File: src/rtl/spi_rd_pkg.sv
package spi_rd_pkg;
  localparam int unsigned ADDR_W = 24;
  localparam logic [7:0] READ_OP = 8'h03;
  localparam logic [7:0] IDLE_TX = 8'hFF;

  typedef enum logic [2:0] {
    ST_IDLE,
    ST_SETUP,
    ST_HDR,
    ST_DATA,
    ST_HOLD
  } rd_state_e;
endpackage

File: src/rtl/spi_rd_shifter.sv
module spi_rd_shifter #(
  parameter int unsigned HALF_DIV = 2
) (
  input  logic       clk_i,
  input  logic       rst_ni,
  input  logic       clr_i,
  input  logic       go_i,
  input  logic [7:0] tx_i,
  input  logic       miso_i,
  output logic       sclk_o,
  output logic       mosi_o,
  output logic       active_o,
  output logic       done_o,
  output logic [7:0] rx_o
);
  localparam int unsigned DW = (HALF_DIV > 1) ? $clog2(HALF_DIV) : 1;

  logic [DW-1:0] div_q;
  logic [2:0]    bit_q;
  logic [7:0]    tx_q, rx_q;
  logic          sclk_q, act_q, done_q;
  logic          tick;

  assign tick = act_q && (div_q == DW'(HALF_DIV - 1));

  always_ff @(posedge clk_i or negedge rst_ni) begin
    if (!rst_ni) begin
      div_q  <= '0;
      bit_q  <= '0;
      tx_q   <= '1;
      rx_q   <= '0;
      sclk_q <= 1'b0;
      act_q  <= 1'b0;
      done_q <= 1'b0;
    end else begin
      done_q <= 1'b0;
      if (clr_i) begin
        act_q  <= 1'b0;
        sclk_q <= 1'b0;
        div_q  <= '0;
      end else if (go_i && !act_q) begin
        act_q  <= 1'b1;
        tx_q   <= tx_i;
        div_q  <= '0;
        bit_q  <= '0;
        sclk_q <= 1'b0;
      end else if (act_q) begin
        if (tick) begin
          div_q  <= '0;
          sclk_q <= ~sclk_q;
          if (!sclk_q) begin
            rx_q <= {rx_q[6:0], miso_i};
          end else begin
            tx_q  <= {tx_q[6:0], 1'b1};
            bit_q <= bit_q + 3'd1;
            if (bit_q == 3'd7) begin
              act_q  <= 1'b0;
              done_q <= 1'b1;
            end
          end
        end else begin
          div_q <= div_q + 1'b1;
        end
      end
    end
  end

  assign sclk_o   = sclk_q;
  assign mosi_o   = act_q ? tx_q[7] : 1'b1;
  assign active_o = act_q;
  assign done_o   = done_q;
  assign rx_o     = rx_q;


  sclk_gated_chk: assert property (@(posedge clk_i) disable iff (!rst_ni)
    (sclk_o != $past(sclk_o)) |-> ($past(act_q) || !sclk_o));
endmodule

File: src/rtl/spi_rd_gap.sv
module spi_rd_gap #(
  parameter int unsigned GAP_CYC = 8
) (
  input  logic clk_i,
  input  logic rst_ni,
  input  logic load_i,
  output logic idle_o
);
  localparam int unsigned CW = $clog2(GAP_CYC + 1);

  logic [CW-1:0] cnt_q;

  always_ff @(posedge clk_i or negedge rst_ni) begin
    if (!rst_ni)                cnt_q <= '0;
    else if (load_i)            cnt_q <= CW'(GAP_CYC);
    else if (cnt_q != '0)       cnt_q <= cnt_q - 1'b1;
  end

  assign idle_o = (cnt_q == '0);


  gap_load_chk: assert property (@(posedge clk_i) disable iff (!rst_ni)
    load_i |=> !idle_o);
endmodule

File: src/rtl/spi_flash_reader.sv
module spi_flash_reader
  import spi_rd_pkg::*;
#(
  parameter int unsigned CNT_W    = 16,
  parameter int unsigned HALF_DIV = 2,
  parameter int unsigned GAP_SCLK = 2
) (
  input  logic              clk_i,
  input  logic              rst_ni,
  input  logic              start_i,
  input  logic              abort_i,
  input  logic [23:0]       offset_i,
  input  logic [CNT_W-1:0]  count_i,
  output logic              busy_o,
  output logic              done_o,
  output logic [7:0]        data_o,
  output logic              valid_o,
  input  logic              ready_i,
  output logic              sclk_o,
  output logic              cs_no,
  output logic              mosi_o,
  input  logic              miso_i
);
  localparam int unsigned GAP_CYC = GAP_SCLK * 2 * HALF_DIV;

  rd_state_e         st_q;
  logic [ADDR_W-1:0] off_q;
  logic [CNT_W-1:0]  rem_q;
  logic [1:0]        hdr_q;
  logic [7:0]        tx_q, data_q;
  logic              cs_n_q, cs_prev_q, busy_q, valid_q, go_q, done_q;
  logic              sh_active, sh_done, gap_idle, release_w, abort_w;
  logic [7:0]        sh_rx;
  logic [7:0]        next_addr;

  assign abort_w = abort_i && (st_q != ST_IDLE);

  always_comb begin
    case (hdr_q)
      2'd0:    next_addr = off_q[23:16];
      2'd1:    next_addr = off_q[15:8];
      default: next_addr = off_q[7:0];
    endcase
  end

  assign release_w = !cs_n_q && (abort_i ||
                     (st_q == ST_HDR && sh_done && hdr_q == 2'd3 && rem_q == '0) ||
                     (st_q == ST_HOLD && ready_i && rem_q == '0));

  spi_rd_shifter #(.HALF_DIV(HALF_DIV)) u_shift (
    .clk_i    (clk_i),
    .rst_ni   (rst_ni),
    .clr_i    (abort_w),
    .go_i     (go_q),
    .tx_i     (tx_q),
    .miso_i   (miso_i),
    .sclk_o   (sclk_o),
    .mosi_o   (mosi_o),
    .active_o (sh_active),
    .done_o   (sh_done),
    .rx_o     (sh_rx)
  );

  spi_rd_gap #(.GAP_CYC(GAP_CYC)) u_gap (
    .clk_i  (clk_i),
    .rst_ni (rst_ni),
    .load_i (release_w),
    .idle_o (gap_idle)
  );

  always_ff @(posedge clk_i or negedge rst_ni) begin
    if (!rst_ni) begin
      st_q      <= ST_IDLE;
      off_q     <= '0;
      rem_q     <= '0;
      hdr_q     <= '0;
      tx_q      <= IDLE_TX;
      data_q    <= '0;
      cs_n_q    <= 1'b1;
      cs_prev_q <= 1'b1;
      busy_q    <= 1'b0;
      valid_q   <= 1'b0;
      go_q      <= 1'b0;
      done_q    <= 1'b0;
    end else begin
      go_q      <= 1'b0;
      cs_prev_q <= cs_n_q;
      done_q    <= cs_n_q && !cs_prev_q;
      if (abort_w) begin
        st_q    <= ST_IDLE;
        cs_n_q  <= 1'b1;
        busy_q  <= 1'b0;
        valid_q <= 1'b0;
      end else begin
        case (st_q)
          ST_IDLE: if (start_i) begin
            off_q  <= offset_i;
            rem_q  <= count_i;
            busy_q <= 1'b1;
            st_q   <= ST_SETUP;
          end
          ST_SETUP: if (gap_idle) begin
            cs_n_q <= 1'b0;
            go_q   <= 1'b1;
            tx_q   <= READ_OP;
            hdr_q  <= '0;
            st_q   <= ST_HDR;
          end
          ST_HDR: if (sh_done) begin
            if (hdr_q == 2'd3) begin
              if (rem_q == '0) begin
                cs_n_q <= 1'b1;
                busy_q <= 1'b0;
                st_q   <= ST_IDLE;
              end else begin
                go_q <= 1'b1;
                tx_q <= IDLE_TX;
                st_q <= ST_DATA;
              end
            end else begin
              hdr_q <= hdr_q + 2'd1;
              go_q  <= 1'b1;
              tx_q  <= next_addr;
            end
          end
          ST_DATA: if (sh_done) begin
            data_q  <= sh_rx;
            valid_q <= 1'b1;
            rem_q   <= rem_q - 1'b1;
            st_q    <= ST_HOLD;
          end
          ST_HOLD: if (ready_i) begin
            valid_q <= 1'b0;
            if (rem_q == '0) begin
              cs_n_q <= 1'b1;
              busy_q <= 1'b0;
              st_q   <= ST_IDLE;
            end else begin
              go_q <= 1'b1;
              tx_q <= IDLE_TX;
              st_q <= ST_DATA;
            end
          end
          default: st_q <= ST_IDLE;
        endcase
      end
    end
  end

  assign cs_no   = cs_n_q;
  assign busy_o  = busy_q;
  assign done_o  = done_q;
  assign valid_o = valid_q;
  assign data_o  = data_q;


  cs_window_chk: assert property (@(posedge clk_i) disable iff (!rst_ni)
    sh_active |-> !cs_no);

  idle_cs_chk: assert property (@(posedge clk_i) disable iff (!rst_ni)
    !busy_o |-> cs_no);

  done_after_release_chk: assert property (@(posedge clk_i) disable iff (!rst_ni)
    done_o |-> ($past(cs_no) && !$past(cs_no, 2)));

  stall_hold_chk: assert property (@(posedge clk_i) disable iff (!rst_ni)
    (valid_o && !ready_i && !abort_i) |=> (valid_o && $stable(data_o) && $stable(sclk_o)));

  gap_respected_chk: assert property (@(posedge clk_i) disable iff (!rst_ni)
    $fell(cs_no) |-> $past(gap_idle));

  start_ignored_chk: assert property (@(posedge clk_i) disable iff (!rst_ni)
    busy_o |=> $stable(off_q));
endmodule

File: config.mk
export PLATFORM = sky130hd
export DESIGN_NAME = spi_flash_reader
export DESIGN_NICKNAME = d
export VERILOG_FILES = /design/src/rtl/spi_rd_pkg.sv /design/src/rtl/spi_rd_shifter.sv /design/src/rtl/spi_rd_gap.sv /design/src/rtl/spi_flash_reader.sv
export SDC_FILE = /design/constraint.sdc
export NUM_CORES = 1
export LEC_CHECK = 0
export ABC_AREA = 1
export BUFFER_PORTS_ARGS = -buffer_cell sky130_fd_sc_hd__buf_2
export CAP_MARGIN = 20
export CORE_MARGIN = 3
export CORE_UTILIZATION = 35
export DETAILED_ROUTE_END_ITERATION = 12
export GPL_ROUTABILITY_DRIVEN = 1
export PLACE_DENSITY = 0.55
export SKIP_LAST_GASP = 1
export SLEW_MARGIN = 20
export SYNTH_ARGS = -nofsm -noshare
export SYNTH_HDL_FRONTEND = slang
export SYNTH_HIERARCHICAL = 1
export SYNTH_SLANG_ARGS = --single-unit
File: constraint.sdc
create_clock -name clk_i -period 1.5 [get_ports clk_i]
set_input_delay 0.15 -clock clk_i [delete_from_list [all_inputs] [get_ports clk_i]]
set_output_delay 0.15 -clock clk_i [all_outputs]
set_load 0.01 [all_outputs]
After elaboration in Yosys (flattened, before gate mapping)
Index checks and enable logic that the tools add are counted.
- $add $sub $neg: 5
- shift operators: 0
- equal/unequal tests: 19
- bitwise logic cells: 3
- reductions and logical operators: 45
- mux-type cells: 79
- $lt $le $gt $ge: 0
- divide/modulo/power cells: 0
- $mul: 0
- operators with widths (operator ; number):
    8-bit 2-to-1 mux ; 9
    1-bit 2-to-1 mux ; 42
    3-bit 2-to-1 mux ; 11
    16-bit 2-to-1 mux ; 2
    16-bit one-hot mux with 2 select lines ; 1
    5-bit AND reduction ; 5
    8-bit one-hot mux with 3 select lines ; 1
    16-bit logical NOT ; 1
    8-bit one-hot mux with 2 select lines ; 1
    16-bit by 1-bit subtractor with 16-bit output, second input constant ; 1
    3-bit one-hot mux with 5 select lines ; 1
    3-bit nonzero test ; 5
    2-bit nonzero test ; 6
    4-bit nonzero test ; 3
    1-bit logical AND ; 10
    3-bit by 2-bit inequality test with 1-bit output, second input constant ; 3
    3-bit inequality test, second input constant ; 3
    1-bit one-hot mux with 3 select lines ; 3
    3-bit AND reduction ; 3
    2-bit 2-to-1 mux ; 4
    4-bit 2-to-1 mux ; 2
    2-bit inequality test, second input constant ; 4
    4-bit AND reduction ; 2
    3-bit by 2-bit == test with 1-bit output, second input constant ; 2
    other kinds (19) ; 26
- word-level logic and storage cells: 171
- bits in registers: 94
- memories kept: 0
- bits in latches: 0
- RAM bits: 0
- ROM bits: 0

Logic depth before layout (Yosys ltp)
Gate-level depths: netlist (run 1).
- depth after elaboration: 8
- depth in mapped cells: 12
- mapped depth without buffers: 12

By module
Netlist (run 1), hierarchy kept.
- by module, submodules not included (module ; seq. area each (um2) ; cells each ; times used ; area each (um2)):
    spi_flash_reader ; 1689.1 ; 483 ; 1 ; 3757.4
    spi_rd_shifter ; 585.6 ; 135 ; 1 ; 1091.0
    spi_rd_gap ; 100.1 ; 29 ; 1 ; 242.7

Worst setup path before layout (run 1)
No wires, ideal clock.
- kind: register to register
- start point: register st_q[1]
- end point: register u_shift.bit_q[0]
- path buffers: 2
- stages on the path, launching flop included: 10
- path slack: -0.124 ns
- data arrival time: 1.558 ns
- setup time: 0.066 ns
- required time: 1.434 ns
- period minus slack after synthesis: 1.624 ns
- cell sequence: dfrtp_1 buf_4 nor2_4 nand2_4 nand2_4 inv_1 a21oi_1 clkbuf_1 nand3_1 nand2_1
- longest elaborated chain between the ends: 4
- RTL lines (item ; line ; source):
    from (decl) ; spi_flash_reader.sv:26 ; rd_state_e st_q;
    from (signal assigned) ; spi_flash_reader.sv:73 ; st_q <= ST_IDLE;
    from (signal assigned) ; spi_flash_reader.sv:90 ; st_q <= ST_IDLE;
    from (signal assigned) ; spi_flash_reader.sv:100 ; st_q <= ST_SETUP;
    3-bit nonzero test ; spi_flash_reader.sv:36 ; assign abort_w = abort_i && (st_q != ST_IDLE);
    1-bit logical AND ; spi_flash_reader.sv:36 ;
    net abort_w ; spi_flash_reader.sv:32 ; logic sh_active, sh_done, gap_idle, release_w, abort_w;
    1-bit inverter (no source line) ; n/a ;
    4-bit AND reduction (no source line) ; n/a ;
    to (signal assigned) ; spi_rd_shifter.sv:55 ; bit_q <= bit_q + 3'd1;
    to (decl) ; spi_rd_shifter.sv:19 ; logic [2:0] bit_q;
The timed path passes the listed nets, and every way through them passes these cells.
A chain may end at the register's enable or synchronous reset.

Worst setup path in the final report (run 1)
- start point: register st_q[0]
- end point: register rem_q[1]
- longest elaborated chain between the ends: 4
- RTL lines (item ; line ; source):
    parallel branches: the longest is 4 deep, another holds 4-bit AND reduction ; n/a ;
    to (signal assigned) ; spi_flash_reader.sv:98 ; rem_q <= count_i;
    to (signal assigned) ; spi_flash_reader.sv:129 ; rem_q <= rem_q - 1'b1;
    to (decl) ; spi_flash_reader.sv:28 ; logic [CNT_W-1:0] rem_q;
Parallel ways; which one is timed is not known.

==> results.toml, run 1 <==
[outcome]
status = "finished, violations left"
violations = "negative setup slack"

[floorplan]
coreArea_sq_mm = 0.0140
row_count = 43
io_pins = 60
start_util = 0.363
die_x_microns = 127
die_y_microns = 127
die_area_sq_mm = 0.0160

[sta]
maxSlewViolCount = 0
fin_ws_ns = -0.103
fin_setup_tns_ns = -0.829
hold_slack_ns = 0.0256
min_period_ns = 1.60
clock_skew_ns = 0.00633
tightestPinTransition_ns = 0.394
hold_violations = 0
setup_viol = 18
finalCritPeriodShare = 1.07
rsz0062_at_grt = "true"
fmax_mhz = 624
slew_headroom = 0.737

[synth]
yosys.area.top_type_share = 0.374
yosysWarnings = 6
ys.flop_type = "dfrtp_1"
synth_most_common_cell = "nand2_1"
ys_ff_latch = 94
async_reset_ff_frac = 1.00
ys_seq_area_frac = 0.466
syn_area_sq_mm = 0.00509
synth-edff-count = 0
yosysUniqueCellTypes = 36
synthTopCellsByCount = "nand2_1 (213), dfrtp_1 (76), nor2_1 (71), inv_1 (67), nand3_1 (50)"
ys_top_cells_by_area = "dfrtp_1 (37%), nand2_1 (16%), dfstp_2 (9.3%)"
yosys.area.top_type = "dfrtp_1"
syn_nets = 701
syn_inst = 647
avgSynthCellArea_sq_um = 7.87

[detailed_routing]
dr.pass1.iters = 4
detail-route-antenna-nets = 0
first_iter_violations = 201
drc_errors = 0
vias = 4673
drt_wl_total_microns = 12800
viasPerCell = 4.76
wire_per_inst_microns = 13.0

[clocking]
cts_made_buffers = 9
clock-sinks = 94
cts_tree = "built"
htree_levels = 3
cts_buffer_depth = 2
cts-root-buf = "clkbuf_16"
clk_latency_ns = 0.34
clk_pin_slew_ns = 0.06

[final_layout]
area_growth_pct = 36.9
postLayoutCoreUtil = 0.496
antenna_cells = 0
fin_area_sq_mm = 0.00697
layout.nets = 851
drive_gt1_frac = 0.402

[critical_path]
endpoint_kind = "register"
critPathArrivalTime_ns = 1.86
cpMaxStageDelayCell = "dfrtp_2"
path_class = "reg2reg"
path_cells = "nor2_4 -> nand2_4 -> buf_6 -> a21boi_4 -> buf_6 -> nand2_1 -> o21ai_0"
crit_path_max_incr_delay_ns = 0.45
crit_required_ns = 1.76
path_max_fanout = 8
critPathLaunchType = "register"
path_common_cell = "buf_6"

[hold_path]
hold_class = "in2reg"

[placed_design]
place.gp.congestion = 0.868
dpl.hpwl_microns = 9230
portBuffers = 59
placed_cell_area_sq_mm = 0.00610

[grt]
antenna_found_initial = 0
overflow = 0
grt_pass1_vias = 4531
grt_pass1_wl_microns = 21000
grtUsageTotal = 0.158
grt_max_degree = 54

[pwr]
pwr_density_cell_mw_per_mm2 = 1940
leakage_uw = 0.00354
peakVddDrop_mv = 0.721

[run]
drv_cap = 0
-- repair_timing --
action,in CTS,in global routing
gates resized for setup,37,96
pin swaps,9,38
hold endpoints to repair,22,0
gates cloned,1,2
setup buffers,9,9
endpoints found under the setup margin,55,82
hold buffers,1,0
-- layer usage --
metal  GRT usage  vias up  share of wire
li1            -     2370              -
met1       0.212     2210           0.47
met2       0.254       78           0.47
met3      0.0320       15          0.041
met4      0.0562        0          0.016
met5           0        -              0
-- through the flow --
step | total power, uW | setup slack [ns] | instances
2_1_floorplan | 7720 | 0.00296 | 647
3_3_place_gp | 9830 | -0.0993 | 944
3_5_place_dp | 9990 | -0.124 | 944
4_1_cts | 12700 | -0.0535 | 970
5_1_grt | 14600 | -0.169 | 981
6_report | 13500 | -0.103 | 981
-- state kept, by name, indices dropped and copies added, names as in the netlist, 2 cells and up --
signal,cells
off_q,24
rem_q,16
data_o,8
tx_q,8
u_shift/rx_o,8
u_shift/tx_q,8
u_gap/cnt_q,4
st_q,3
u_shift/bit_q,3
hdr_q,2
-- layout make-up --
class | instances | area [sq um]
multi-input combinational | 466 | 2700
clock inverter | 5 | 57.6
sequential | 94 | 2380
clock buffer | 10 | 239
fill | 1306 | 7070
inverter | 73 | 310
tap | 180 | 225
timing repair buffer | 153 | 1070
-- kinds of logic (layout without fill, tap and decap cells) --
family / count (synthesis) / after routing / share of synthesized area
fa+ha+maj: 8 / 8 / 0.0197
flops: 94 / 94 / 0.466
compound gates: 61 / 61 / 0.0666
simple gates: 370 / 372 / 0.315
mux: 23 / 23 / 0.0509
buf+inv: 89 / 241 / 0.0777
xor+xnor: 2 / 2 / 0.00344
-- power breakdown --
part,switching [uW],internal [uW]
logic,3910,3220
registers,578,3540
clock network,955,1330
total,5440,8090
-- worst max-delay path, delay by kind of cell (launching register included) --
family / cells / cell delay, ns
flip-flops: 1 / 0.45
buffers and inverters: 2 / 0.33
AND/OR/NAND/NOR: 3 / 0.38
AO/OA/AOI/OAI: 2 / 0.36
-- path summary, 6_finish.rpt --
kind                       cells after the start        start         to  slack [ns]
max                                            7      st_q[0]   rem_q[1]       -0.10
min                                            2  offset_i[7]   off_q[7]        0.03
max reg2reg                                    7      st_q[0]   rem_q[1]       -0.10
min reg2reg                                    0        cs_no  cs_prev_q        0.38
max in group asynchronous                      3       rst_ni    tx_q[3]        0.59
min in group asynchronous                      2       rst_ni   rem_q[5]        0.26
-- cells in the final DEF, fill, tap and decap left out, types with 18 or more instances in the layout --
cell,Yosys,final
buf_2,5,58
buf_4,2,80
dfrtp_1,76,74
dfstp_2,18,18
inv_1,67,54
mux2_2,22,22
nand2_1,213,186
nand2_2,5,25
nand3_1,50,41
nor2_1,71,52
nor2_2,5,18
Note: power is estimated with default switching activity, not from simulation.
==> inputs of run 2 (changes only) <==
--- a/config.mk
+++ b/config.mk
@@ -5,14 +5,14 @@
 export SDC_FILE = /design/constraint.sdc
 export NUM_CORES = 1
 export LEC_CHECK = 0
-export ABC_AREA = 1
+export ABC_AREA = 0
 export BUFFER_PORTS_ARGS = -buffer_cell sky130_fd_sc_hd__buf_2
 export CAP_MARGIN = 20
 export CORE_MARGIN = 3
 export CORE_UTILIZATION = 35
+export CTS_BUF_LIST = sky130_fd_sc_hd__clkbuf_4 sky130_fd_sc_hd__clkbuf_8
 export DETAILED_ROUTE_END_ITERATION = 12
 export GPL_ROUTABILITY_DRIVEN = 1
-export PLACE_DENSITY = 0.55
 export SKIP_LAST_GASP = 1
 export SLEW_MARGIN = 20
 export SYNTH_ARGS = -nofsm -noshare
==> run 2 against run 1 <==
Critical path type unchanged; the flow still finishes with violations (negative setup slack); largest cell class unchanged; cell area is 7.7% higher; combinational power rose by 1%; wire length is 6.8% higher.
==> results.toml, run 2 <==
[final_layout]
layout.nets = 712
drive_gt1_frac = 0.549
antenna_cells = 0
layout_common_cells = "buf_4 (83), dfrtp_1 (73), buf_2 (58)"
largest_registers = "off_q (24), rem_q (16)"
layout_commonest_cell = "buf_4"
final.fill_count = 1130
postLayoutCoreUtil = 0.554
top_register = "off_q"
area_growth_pct = 51.2
largest_reg_flops = 24

[detailed_routing]
drt_wl_total_microns = 13600
first_iter_violations = 236
detail-route-antenna-nets = 0
drc_errors = 0
dr.pass1.iters = 5
wire_per_inst_microns = 16.3
viasPerCell = 5.20
vias = 4361

[synth]
yosysWarnings = 6
ys_ff_latch = 94
ys_top_cells_by_area = "dfrtp_1 (38%), dfstp_2 (9.5%), mux2_2 (8.8%)"
yosys.area.top_type = "dfrtp_1"
synthTopCellsByCount = "dfrtp_1 (76), nand2_1 (44), a21oi_1 (40), mux2_2 (39), nor2_1 (29)"
async_reset_ff_frac = 1.00
synth-edff-count = 0
yosysUniqueCellTypes = 72
yosys.area.top_type_share = 0.383
syn_area_sq_mm = 0.00496
ys.flop_type = "dfrtp_1"
syn_nets = 517
avgSynthCellArea_sq_um = 10.7
synth_most_common_cell = "dfrtp_1"
ys_seq_area_frac = 0.478
syn_inst = 463

[critical_path]
critPathLaunchType = "register"
path_class = "reg2reg"
critPathArrivalTime_ns = 2.18
crit_required_ns = 1.82
rr_worst_depth = 8
path_max_fanout = 4
endpoint_kind = "register"

[sta]
fin_ws_ns = -0.364
slew_headroom = 0.737
finalCritPeriodShare = 1.24
setup_viol = 76
fmax_mhz = 537
rsz0062_at_grt = "true"
tightestPinTransition_ns = 0.392
clock_skew_ns = 0.00913
fin_setup_tns_ns = -12.97
min_period_ns = 1.86
hold_violations = 0
maxSlewViolCount = 0

[run]
drv_cap = 0

[placed_design]
portBuffers = 59
dpl.hpwl_microns = 8490
place.gp.congestion = 0.859

[outcome]
violations = "negative setup slack"
status = "finished, violations left"

[floorplan]
start_util = 0.366
coreArea_sq_mm = 0.0136
die_area_sq_mm = 0.0157
die_y_microns = 125
io_pins = 60
row_count = 42
die_x_microns = 125

[grt]
antenna_found_initial = 0
grt_pass1_wl_microns = 22000
grt_max_degree = 28
grt_pass1_vias = 4433
overflow = 0
grtUsageTotal = 0.171

[clocking]
clk_pin_slew_ns = 0.10
clock-sinks = 94
clk_latency_ns = 0.38
cts_tree = "built"
cts-root-buf = "clkbuf_8"
cts_made_buffers = 9
htree_levels = 3
cts_buffer_depth = 2

[pwr]
combPwrFrac = 0.552
leakage_uw = 0.00337
pwr_density_cell_mw_per_mm2 = 1740
p_int_uw = 8080
p_sw_uw = 4980
swShare = 0.381
peakVddDrop_mv = 1.04
clkPwrFrac = 0.123
seq_power_share = 0.325

[hold_path]
holdPathStages = 2
hold_class = "in2reg"
==> run 2: worst max-delay path, cell delays in order, from the launching register on <==
cell and delay [ns]:
dfrtp_1 0.40, inv_2 0.08, ha_4 0.13, nor3b_4 0.30, buf_4 0.17, nand3b_1 0.12, a21oi_2 0.18, o211ai_1 0.12
o32a_1 0.30
==> run 2: kinds of logic (layout without fill, tap and decap cells) <==
group | count (synthesis) | in the layout | synth area share
xor gates and xnor gates | 1 | 1 | 0.00176
DFF | 94 | 94 | 0.478
and+or+nand+nor | 140 | 140 | 0.160
AOI/OAI and AO/OA | 122 | 124 | 0.159
muxes | 57 | 57 | 0.139
adders and majority gates | 8 | 8 | 0.0202
buffers and inverters | 41 | 239 | 0.0416
==> run 2: cell type report <==
| type | instances | area [sq um] | area share |
|---|---|---|---|
| multi-input cells | 330 | 2930 | 0.390 |
| flip-flops and latches | 94 | 2380 | 0.317 |
| repair buffers | 205 | 1730 | 0.231 |
| well taps | 176 | 220 | 0.0293 |
| clock buffers | 11 | 139 | 0.0185 |
| inverters | 18 | 70.1 | 0.00933 |
| clock inverters | 5 | 36.3 | 0.00483 |
==> run 2: power by group through the flow <==
stage	logic, uW	registers (uW)	clock network [uW]
6_report	7210	4240	1610
5_1_grt	7770	4360	1740
4_1_cts	6670	4200	1650
3_5_place_dp	5110	4230	0
3_3_place_gp	4980	4190	0
2_1_floorplan	3240	4160	0
==> run 2: timing repair <==
item	in CTS	in global routing
buffers inserted	24	14
pin swaps	47	35
endpoints found under the hold margin	67	1
gates resized for setup	108	49
hold buffers	24	1
gates cloned	7	0
endpoints found under the setup margin	86	87
==> run 2: final timing paths <==
| kind | start | end | slack, ns |
|---|---|---|---|
| max | u_gap/cnt_q[0] | cs_no | -0.36 |
| min | offset_i[21] | off_q[21] | 0.02 |
| max reg2reg | u_gap/cnt_q[0] | cs_no | -0.36 |
| min reg2reg | cs_no | cs_prev_q | 0.42 |
| max in group asynchronous | rst_ni | off_q[7] | 0.68 |
| min in group asynchronous | rst_ni | valid_o | 0.21 |
==> run 2: metrics by stage <==
| stage | setup slack, ns | std cells | hold slack [ns] | instance area, sq um | power (uW) |
|---|---|---|---|---|---|
| after floorplan | -0.343 | 463 | -0.146 | 5090 | 7400 |
| after global placement | -0.326 | 760 | 0.0733 | 6150 | 9170 |
| after detailed placement | -0.336 | 760 | 0.0748 | 6150 | 9340 |
| after CTS | -0.262 | 830 | 0.00509 | 7310 | 12500 |
| after global routing | -0.424 | 839 | 0.0169 | 7510 | 13900 |
| final | -0.364 | 839 | 0.0156 | 7510 | 13100 |
==> run 2: per-layer routing <==
metal  part of all wire  track usage  vias up  routed length (microns)
met2               0.49        0.283      123                     6650
met3              0.048       0.0341       18                      659
met5                  0            0        -                        0
met4              0.018       0.0631        0                      252
met1               0.45        0.223     2143                     6080
li1                   -            -     2077                        -
==> inputs of run 3 (changes only) <==
==> constraint.sdc (replaced) <==
create_clock -name clk_i -period 1.98 [get_ports clk_i]
set_input_delay 0.198 -clock clk_i [delete_from_list [all_inputs] [get_ports clk_i]]
set_output_delay 0.198 -clock clk_i [all_outputs]
set_load 0.01 [all_outputs]
==> run 3 against run 2 <==
The run now ends clean; via count shrank 12%; critical endpoint is now go_q; hold slack gained 0.032 ns; global-route usage shrank 2.4 points.
==> results.toml, run 3 (synthesis gave the netlist of run 2 again) <==
[placed_design]
portBuffers = 59
placed_cells = 701
place.gp.congestion = 0.876
dpl.hpwl_microns = 7970
place_ws_ns = 0.0156

[critical_path]
critPathLaunchType = "register"
path_cells = "inv_1 -> ha_2 -> nor4b_4 -> nand4_2 -> buf_4 -> a21oi_1 -> a211o_1 -> a211oi_2"
crit_path_max_incr_delay_ns = 0.42
cpMaxStageDelayCell = "dfrtp_1"
rr_worst_depth = 8
path_max_fanout = 5
path_class = "reg2reg"
endpoint_kind = "register"
critPathArrivalTime_ns = 2.17
crit_required_ns = 2.24

[detailed_routing]
wire_per_inst_microns = 15.4
drt_wl_total_microns = 11100
detail-route-antenna-nets = 0
vias = 3825
drc_errors = 0
viasPerCell = 5.28
dr.pass1.iters = 4
first_iter_violations = 203

[sta]
clock_skew_ns = 0.0103
min_period_ns = 1.92
slew_headroom = 0.653
rsz0062_at_grt = "true"
setup_viol = 0
tightestPinTransition_ns = 0.520
hold_slack_ns = 0.0481
fmax_mhz = 522
hold_violations = 0
fin_ws_ns = 0.0629
finalCritPeriodShare = 0.968
maxSlewViolCount = 0
fin_setup_tns_ns = 0

[clocking]
clock-sinks = 94
cts_made_buffers = 9
clk_latency_ns = 0.37
htree_levels = 3
clk_pin_slew_ns = 0.09
cts-root-buf = "clkbuf_8"
cts_buffer_depth = 2
cts_tree = "built"

[floorplan]
die_area_sq_mm = 0.0157
io_pins = 60
start_util = 0.366
die_y_microns = 125
die_x_microns = 125
coreArea_sq_mm = 0.0136
row_count = 42

[run]
drv_cap = 0

[final_layout]
top_register = "off_q"
layout_common_cells = "dfrtp_1 (76), buf_2 (58), nand2_1 (44)"
antenna_cells = 0
largest_registers = "off_q (24), rem_q (16)"
layout_commonest_cell = "dfrtp_1"
drive_gt1_frac = 0.372
area_growth_pct = 19.4
instances_no_fill = 724
layout.nets = 597
largest_reg_flops = 24

[outcome]
status = "finished clean"

[grt]
antenna_found_initial = 0
overflow = 0
grt_max_degree = 35
grtUsageTotal = 0.148
grt_pass1_vias = 3802
grt_pass1_wl_microns = 18900

[hold_path]
holdPathStages = 3
hold_class = "in2reg"

[pwr]
total_power_uw = 7940
peakVddDrop_mv = 0.530
pwr_density_cell_mw_per_mm2 = 1340
leakage_uw = 0.00262
==> run 3: cell count changes in the layout (fill, tap and decap cells not counted), sizes merged <==
| cell | delta |
|---|---|
| a21o | -2 |
| buf | -89 |
| bufinv | +2 |
| clkbuf | +2 |
| clkinv | -4 |
| clkinvlp | +1 |
| dlygate4sd3 | -24 |
| inv | -1 |
==> run 3: metrics by stage <==
stage / util / area (sq um)
floorplan: - / 4970
global placement: 0.414 / 5620
detailed placement: 0.414 / 5620
CTS: 0.432 / 5860
global route: 0.437 / 5930
finish: 0.437 / 5930
==> run 3: what timing repair did <==
| item | CTS | global route |
|---|---|---|
| hold endpoints to repair | 32 | 0 |
| buffers inserted | 0 | 6 |
| resized for setup | 0 | 9 |
| endpoints found under the setup margin | 0 | 27 |
| hold buffers | 1 | 0 |
==> run 3: routing by layer <==
metal  up-vias  global-route usage  share of wire
met3        17              0.0388          0.048
met4         0              0.0574          0.021
met2        84               0.217           0.45
met1      1898               0.209           0.48
met5         -                   0              0
li1       1826                   -              -
==> run 3: final cells by class <==
cell class / instances / area [sq um]
clock inverter: 3 / 67.6
clock buffer: 13 / 160
tap: 176 / 220
inverter: 18 / 67.6
sequential: 94 / 2370
fill: 1308 / 7630
multi-input combinational: 328 / 2420
timing repair buffer: 92 / 623
==> run 3: path summary, 6_finish.rpt <==
kind                       slack, ns  startpoint         to
min in group asynchronous       0.32      rst_ni  rem_q[14]
min reg2reg                     0.41       cs_no  cs_prev_q
max in group asynchronous       1.04      rst_ni    tx_q[1]
max                             0.06    rem_q[0]       go_q
min                             0.05  count_i[0]   rem_q[0]
max reg2reg                     0.06    rem_q[0]       go_q
==> run 3: critical path: cells and delay by family, from the launching register on <==
family | cells | cell delay (ns)
simple gates | 2 | 0.56
flops | 1 | 0.42
compound gates | 3 | 0.35
buf+inv | 2 | 0.29
fa+ha+maj | 1 | 0.20
==> run 3: power by group <==
part | internal (uW) | switching, uW
Sequential | 2660 | 620
Combinational | 1550 | 1660
Clock | 789 | 661
Total | 5000 | 2940
